File: src/rtl/bwd_pkg.sv
package bwd_pkg;
  localparam logic [1:0] KIND_MEM  = 2'd0;
  localparam logic [1:0] KIND_IO   = 2'd1;
  localparam logic [1:0] KIND_CFG  = 2'd2;

  localparam logic [2:0] SEL_BUS    = 3'd0;
  localparam logic [2:0] SEL_IO     = 3'd1;
  localparam logic [2:0] SEL_MEMLO  = 3'd2;
  localparam logic [2:0] SEL_MEMHIB = 3'd3;
  localparam logic [2:0] SEL_MEMHIL = 3'd4;
  localparam logic [2:0] SEL_CTRL   = 3'd5;

  typedef struct packed {
    logic ldBus;
    logic ldIo;
    logic ldMemLo;
    logic ldMemHiBase;
    logic ldMemHiLim;
    logic ldCtrl;
  } regStrobe_t;

  typedef struct packed {
    logic memHit;
    logic vgaMemHit;
    logic ioHit;
    logic vgaIoHit;
    logic isaBlock;
    logic busIsSec;
    logic busBelow;
  } hitFlags_t;
endpackage

File: src/rtl/bwd_datapath.sv
module bwd_datapath import bwd_pkg::*; #(
  parameter int ADDR_W        = 64,
  parameter int DATA_W        = 32,
  parameter int BUS_W         = 8,
  parameter int IO_SPACE_W    = 16,
  parameter int IO_GRAN_LOG2  = 12,
  parameter int MEM_GRAN_LOG2 = 20
) (
  input  logic              clk,
  input  logic              rstN,
  input  regStrobe_t        strobe,
  input  logic [DATA_W-1:0] wrData,
  input  logic              cycDac,
  input  logic [ADDR_W-1:0] cycAddr,
  output hitFlags_t         flags
);
  localparam int IO_FW    = IO_SPACE_W - IO_GRAN_LOG2;
  localparam int MEM_LO_W = 32 - MEM_GRAN_LOG2;
  localparam int MEM_HI_W = ADDR_W - 32;
  localparam int PAGE_W   = ADDR_W - MEM_GRAN_LOG2;
  localparam int VGA_W    = ADDR_W - 17;

  logic [BUS_W-1:0]    secBus, subBus;
  logic [IO_FW-1:0]    ioBase, ioLimit;
  logic [MEM_LO_W-1:0] memBaseLo, memLimLo;
  logic [MEM_HI_W-1:0] memBaseHi, memLimHi;
  logic                isaEn, vgaEn;

  always_ff @(posedge clk) begin
    if (!rstN) begin
      secBus    <= '0;
      subBus    <= '0;
      ioBase    <= '1;
      ioLimit   <= '0;
      memBaseLo <= '1;
      memLimLo  <= '0;
      memBaseHi <= '1;
      memLimHi  <= '0;
      isaEn     <= 1'b0;
      vgaEn     <= 1'b0;
    end else begin
      if (strobe.ldBus) begin
        secBus <= wrData[BUS_W-1:0];
        subBus <= wrData[8 +: BUS_W];
      end
      if (strobe.ldIo) begin
        ioBase  <= wrData[IO_FW-1:0];
        ioLimit <= wrData[8 +: IO_FW];
      end
      if (strobe.ldMemLo) begin
        memBaseLo <= wrData[MEM_LO_W-1:0];
        memLimLo  <= wrData[16 +: MEM_LO_W];
      end
      if (strobe.ldMemHiBase) memBaseHi <= wrData[MEM_HI_W-1:0];
      if (strobe.ldMemHiLim)  memLimHi  <= wrData[MEM_HI_W-1:0];
      if (strobe.ldCtrl) begin
        isaEn <= wrData[0];
        vgaEn <= wrData[1];
      end
    end
  end

  logic [ADDR_W-1:0] effAddr;
  logic [PAGE_W-1:0] memPage, memBase, memLim;
  logic [IO_FW-1:0]  ioPage;
  logic [9:0]        lo10;
  logic              ioInSpace;
  logic [BUS_W-1:0]  cfgBus;

  always_comb begin
    effAddr   = cycDac ? cycAddr : {{MEM_HI_W{1'b0}}, cycAddr[31:0]};
    memPage   = effAddr[ADDR_W-1:MEM_GRAN_LOG2];
    memBase   = {memBaseHi, memBaseLo};
    memLim    = {memLimHi, memLimLo};
    ioPage    = effAddr[IO_SPACE_W-1:IO_GRAN_LOG2];
    lo10      = effAddr[9:0];
    ioInSpace = (effAddr[ADDR_W-1:IO_SPACE_W] == '0);
    cfgBus    = cycAddr[16 +: BUS_W];

    flags.memHit    = (memPage >= memBase) && (memPage <= memLim);
    flags.vgaMemHit = vgaEn && (effAddr[ADDR_W-1:17] == VGA_W'(5));
    flags.ioHit     = ioInSpace && (ioPage >= ioBase) && (ioPage <= ioLimit);
    flags.vgaIoHit  = vgaEn && ioInSpace &&
                      (((lo10 >= 10'h3B0) && (lo10 <= 10'h3BB)) ||
                       ((lo10 >= 10'h3C0) && (lo10 <= 10'h3DF)));
    flags.isaBlock  = isaEn && ioInSpace && (lo10[9:8] != 2'b00);
    flags.busIsSec  = (cfgBus == secBus);
    flags.busBelow  = (cfgBus > secBus) && (cfgBus <= subBus);
  end

  // a window held closed matches nothing
  a_r4_mem_closed: assert property (@(posedge clk) disable iff (!rstN)
    ((memBase == '1) && (memLim == '0)) |-> !flags.memHit);
  a_r4_io_closed: assert property (@(posedge clk) disable iff (!rstN)
    ((ioBase == '1) && (ioLimit == '0)) |-> !flags.ioHit);
  // above the 64 KB I/O space no window hit
  a_r5_io_space: assert property (@(posedge clk) disable iff (!rstN)
    !ioInSpace |-> !(flags.ioHit || flags.vgaIoHit || flags.isaBlock));
endmodule

File: src/rtl/bwd_ctrl.sv
module bwd_ctrl import bwd_pkg::*; (
  input  logic       clk,
  input  logic       rstN,
  input  logic       regWrEn,
  input  logic [2:0] regSel,
  input  logic       cycValid,
  input  logic       cycDir,
  input  logic [1:0] cycKind,
  input  logic       cycType1,
  input  hitFlags_t  flags,
  output regStrobe_t strobe,
  output logic       claimOut,
  output logic       fwdOut,
  output logic       toType0Out
);
  always_comb begin
    strobe             = '0;
    strobe.ldBus       = regWrEn && (regSel == SEL_BUS);
    strobe.ldIo        = regWrEn && (regSel == SEL_IO);
    strobe.ldMemLo     = regWrEn && (regSel == SEL_MEMLO);
    strobe.ldMemHiBase = regWrEn && (regSel == SEL_MEMHIB);
    strobe.ldMemHiLim  = regWrEn && (regSel == SEL_MEMHIL);
    strobe.ldCtrl      = regWrEn && (regSel == SEL_CTRL);
  end

  logic downMem, downIo, claimNext, type0Next;

  always_comb begin
    downMem   = flags.memHit || flags.vgaMemHit;
    downIo    = (flags.ioHit && !flags.isaBlock) || flags.vgaIoHit;
    claimNext = 1'b0;
    type0Next = 1'b0;
    case (cycKind)
      KIND_MEM: claimNext = cycDir ? !downMem : downMem;
      KIND_IO:  claimNext = cycDir ? !downIo : downIo;
      KIND_CFG: if (!cycDir && cycType1) begin
        claimNext = flags.busIsSec || flags.busBelow;
        type0Next = flags.busIsSec;
      end
      default: claimNext = 1'b0;
    endcase
  end

  always_ff @(posedge clk) begin
    if (!rstN) begin
      claimOut   <= 1'b0;
      fwdOut     <= 1'b0;
      toType0Out <= 1'b0;
    end else begin
      claimOut   <= cycValid && claimNext;
      fwdOut     <= cycValid && claimNext;
      toType0Out <= cycValid && type0Next;
    end
  end

  // nothing is reported after an idle edge
  a_r2_idle_quiet: assert property (@(posedge clk) disable iff (!rstN)
    !cycValid |=> !(claimOut || fwdOut || toType0Out));
  // Type 0 configuration cycles are never claimed
  a_r9_type0_ignored: assert property (@(posedge clk) disable iff (!rstN)
    (cycValid && (cycKind == KIND_CFG) && !cycType1) |=> !claimOut);
  // upstream configuration cycles are never claimed
  a_r8_upstream_cfg: assert property (@(posedge clk) disable iff (!rstN)
    (cycValid && cycDir && (cycKind == KIND_CFG)) |=> !claimOut);
  // conversion only on a claimed, forwarded cycle
  a_r8_convert_claimed: assert property (@(posedge clk) disable iff (!rstN)
    toType0Out |-> (claimOut && fwdOut));
  // ISA alias range without VGA override stays upstream
  a_r6_isa_block: assert property (@(posedge clk) disable iff (!rstN)
    (cycValid && !cycDir && (cycKind == KIND_IO) && flags.isaBlock && !flags.vgaIoHit)
      |=> !claimOut);
endmodule

File: src/rtl/bwd_top.sv
module bwd_top import bwd_pkg::*; #(
  parameter int ADDR_W        = 64,
  parameter int DATA_W        = 32,
  parameter int BUS_W         = 8,
  parameter int IO_SPACE_W    = 16,
  parameter int IO_GRAN_LOG2  = 12,
  parameter int MEM_GRAN_LOG2 = 20
) (
  input  logic              clk,
  input  logic              rstN,
  input  logic              regWrEn,
  input  logic [2:0]        regSel,
  input  logic [DATA_W-1:0] regWrData,
  input  logic              cycValid,
  input  logic              cycDir,
  input  logic [1:0]        cycKind,
  input  logic              cycType1,
  input  logic              cycDac,
  input  logic [ADDR_W-1:0] cycAddr,
  output logic              claimOut,
  output logic              fwdOut,
  output logic              toType0Out
);
  regStrobe_t strobe;
  hitFlags_t  flags;

  bwd_ctrl ctrl_i (
    .clk(clk), .rstN(rstN), .regWrEn(regWrEn), .regSel(regSel),
    .cycValid(cycValid), .cycDir(cycDir), .cycKind(cycKind), .cycType1(cycType1),
    .flags(flags), .strobe(strobe),
    .claimOut(claimOut), .fwdOut(fwdOut), .toType0Out(toType0Out)
  );

  bwd_datapath #(
    .ADDR_W(ADDR_W), .DATA_W(DATA_W), .BUS_W(BUS_W), .IO_SPACE_W(IO_SPACE_W),
    .IO_GRAN_LOG2(IO_GRAN_LOG2), .MEM_GRAN_LOG2(MEM_GRAN_LOG2)
  ) dp_i (
    .clk(clk), .rstN(rstN), .strobe(strobe), .wrData(regWrData),
    .cycDac(cycDac), .cycAddr(cycAddr), .flags(flags)
  );
endmodule

File: config.mk
export PLATFORM = sky130hd
export DESIGN_NAME = bwd_top
export DESIGN_NICKNAME = d
export VERILOG_FILES = /design/src/rtl/bwd_pkg.sv /design/src/rtl/bwd_datapath.sv /design/src/rtl/bwd_ctrl.sv /design/src/rtl/bwd_top.sv
export SDC_FILE = /design/constraint.sdc
export NUM_CORES = 1
export LEC_CHECK = 0
export BUFFER_PORTS_ARGS = -buffer_cell sky130_fd_sc_hd__buf_2
export CAP_MARGIN = 20
export CORE_AREA = 2 2 148 150
export CTS_BUF_LIST = sky130_fd_sc_hd__clkbuf_4
export DETAILED_ROUTE_END_ITERATION = 8
export DIE_AREA = 0 0 150 152
export GPL_TIMING_DRIVEN = 0
export PLACE_DENSITY = 0.65
export SLEW_MARGIN = 10
export SYNTH_ARGS = -nofsm -noshare
export SYNTH_HDL_FRONTEND = slang
export SYNTH_SLANG_ARGS = --single-unit
File: constraint.sdc
create_clock -name clk -period 3.7 [get_ports clk]
set_clock_uncertainty 0.05 [all_clocks]
set_input_delay 0.37 -clock clk [delete_from_list [all_inputs] [get_ports clk]]
set_output_delay 0.37 -clock clk [all_outputs]
set_load 0.01 [all_outputs]
==> metrics.txt <==
Mapped Area=approximately 7300 sq um; area leader, netlist=dfxtp_1; min Tclk post-route=3.112 ns; met2 wire length=approximately 10,000 um; Die Footprint=22,800 sq um; router iterations before antenna repair=5; unrepaired setup endpoints after global routing=no; initial antenna violation count=1; die height=around 150 um; synth top area cells=dfxtp_1 32%, ha_1 19%, nand2_1 10%; area delta synth->final=16.39%; Routed WL=~22,000 um; Post-Place Cells=1,303; Startpoint Class=input port; Post-Synth XOR/XNOR Area=0.003604; initial detailed-routing violation count=311; Clock Path Buffers=2; Int Pwr=1.866 mW; first-pass GRT wire length=34,540 um; total chip power=roughly 2.7 mW; met1 wire length=10,080 um; relative slew slack=0.3771; drc violations=0; Adder-Cell Fraction of Synth Area=0.1917; Max Freq=roughly 320 MHz; Sw Share=0.3094; Cell variety after synth=43; Starting Density=0.3415; IO Port Bufs=105; RD Place Congestion=0.8789; pre-CTS WS=about 0.062 ns; Final Hold Violating Endpoints=0; drt wl/cell=16.35 um; layout cells sized above 1=0.1408; fraction of registers with async set/reset=0; Final TNS setup=0 ns; yosys warns=0; root buf cell=clkbuf_4; via count=6,732; status=finished, final reports clean; met3 routed WL=1373 um; Worst Path Class, Setup=input port to flip-flop; Ports=111; uppermost routed layer=met4; top-count cell post-synth=nand2_1; post-cts resize count=0; post-route setup slack=0.5882 ns; CP arrival=3.54 ns; H-tree depth=4; clock power share=0.357; R2R Setup Slk=0.68 ns; largest net degree at the start of global routing=17; drt via density=5.028; slew at the pin closest to its max-slew limit=approximately 0.9 ns; Hold Slack=0.03395 ns; Hold Path Depth=3; Synth Area in Simple Gates=0.2080; worst path required time=4.13 ns; Top FF cell, synth=dfxtp_1; Seq/Total Area, Yosys=0.3185; Clock Latency Late Sink=0.57 ns; CTS buffer count=17; maxcap violations=0; Mapped Cells=918; CORE AREA=21,350 sq um; die width=approximately 150 um; #FFs+latches synth=116; CTS sink count=116; IR drop worst, VDD=0.1568 mV; top cells by count, synth=199 x nand2_1, 116 x dfxtp_1, 112 x inv_1, 110 x ha_1, 64 x a21boi_0; largest family of logic cells by synthesized area=simple AND/OR/NAND/NOR gates; Sequential cell area=2322 sq um; gr ovfl total=0; compound-cell area share of the yosys netlist=0.1972; Synth top area share=0.3185; non-filler cells, final=approximately 1,300; Final nets=1,263; hold crit path type=input port to flip-flop; CTS clk-pin slew, worst paths=approximately 0.11 ns; CTS tree=done; Syn Nets=~1,100; number of flops mapped to enable cells by yosys=0; proportion of synthesized area in mux cells=0.002746; CP Max Fanout=10; Reg power frac=0.479; FF-to-FF path depth=11; post-DP HPWL=17,810 um; final period utilization=0.8410; final slew viol count=0; Worst setup EP type=flip-flop; row count=54; Syn Area/Cell=7.942 sq um; P_sw=approximately 0.84 mW; vias in the first global route=6,529; # setup viols final=0; post-route antenna net violation count=0; PD cells=318.5 nW/um^2; combinational power share=0.165; fill count=2,304; LEAKAGE=3.766 nW; Global Route Usage Sum=0.1968; area of the multi-input gates=4398 sq um
[cell families (layout without fill, tap and decap cells)]
group           after synthesis  after routing
simple gates                330            330
compound gates              206            206
buf+inv                     149            289
flops                       116            116
fa+ha+maj                   112            112
xor+xnor                      3              3
mux                           2              2
other cells                   0              1
[routing by layer]
| metal | vias to the layer above | track usage |
|---|---|---|
| li1 | 3396 | - |
| met1 | 3118 | 0.2679 |
| met2 | 188 | 0.3168 |
| met5 | - | 0 |
| met3 | 30 | 0.03514 |
| met4 | 0 | 0.05930 |
[critical path: stages]
cell      delay (ns)
buf_2           0.15
clkbuf_1        0.37
clkbuf_1        0.34
and2_1          0.23
ha_1            0.19
nand4_1         0.17
nor4_1          0.45
nand4_1         0.20
nor4_1          0.31
nor2_1          0.08
a32o_1          0.30
xor2_1          0.18
o31ai_2         0.18
[power groups by stage]
stage               clock network, mW  registers [mW]  logic [mW]
floorplan                           0            1.32       0.252
finish                          0.963            1.29       0.445
detailed placement                  0            1.32       0.439
global route                     1.04            1.30       0.500
CTS                             0.976            1.29       0.444
global placement                    0            1.32       0.430
[placed cells by master, fill, tap and decap left out, types with 2 or more instances in the layout]
cell type,count
dlygate4sd3_1,3
clkinv_2,3
a211oi_1,8
a21boi_0,64
nor3_1,8
or2_2,3
clkbuf_1,35
nor2_1,18
a2111oi_0,3
o21a_1,5
xnor2_1,2
nand4_1,23
nand2b_1,4
and2_1,27
clkbuf_4,17
a221oi_1,2
or4_1,2
o21bai_1,2
o211ai_1,50
ha_1,110
dfxtp_1,116
nand3_1,15
clkinvlp_4,5
clkinv_4,3
a21o_1,18
and2_2,4
nor2b_1,7
nor4_1,14
a31oi_1,2
a21oi_1,34
mux2i_1,2
nand2_1,199
buf_2,105
bufinv_16,2
inv_1,112
o21ai_0,15
[final timing paths]
| kind | from | to |
|---|---|---|
| min | regWrData[28] | dp_i.memBaseHi[28]$_SDFFE_PN1P_ |
| min reg2reg | dp_i.secBus[6]$_SDFFE_PN0P_ | dp_i.secBus[6]$_SDFFE_PN0P_ |
| max | cycDac | ctrl_i.claimOut$_SDFF_PN0_ |
| max reg2reg | dp_i.memLimLo[1]$_SDFFE_PN0P_ | ctrl_i.claimOut$_SDFF_PN0_ |
[stage by stage]
step	cell area, sq um	util
global route	8486	0.3974
global placement	8167	0.3825
floorplan	7291	-
CTS	8483	0.3973
detailed placement	8167	0.3825
finish	8486	0.3974
[flip-flops by register name, indices dropped and copies added, names as in the netlist]
register	count
dp_i.memBaseLo	12
dp_i.memLimHi	32
ctrl_i.claimOut	1
dp_i.subBus	8
dp_i.ioBase	4
dp_i.isaEn	1
dp_i.memLimLo	12
dp_i.ioLimit	4
ctrl_i.toType0Out	1
dp_i.memBaseHi	32
dp_i.secBus	8
dp_i.vgaEn	1
[final cells by class]
| cell class | instances | share of cell area |
|---|---|---|
| inverter | 112 | 0.04954 |
| tap | 280 | 0.04129 |
| timing repair buffer | 108 | 0.06547 |
| clock inverter | 15 | 0.01873 |
| buffer | 37 | 0.01769 |
| sequential | 116 | 0.2737 |
| antenna | 1 | 0.0002949 |
| multi-input combinational | 653 | 0.5183 |
| clock buffer | 17 | 0.01504 |
[repair_timing]
action / 4_1_cts / 5_1_grt
setup buffers: 0 / 0
endpoints found under the setup margin: 0 / 0
hold endpoints to repair: 3 / 0
hold buffers: 3 / 0
Note: power is estimated with default switching activity, not from simulation.
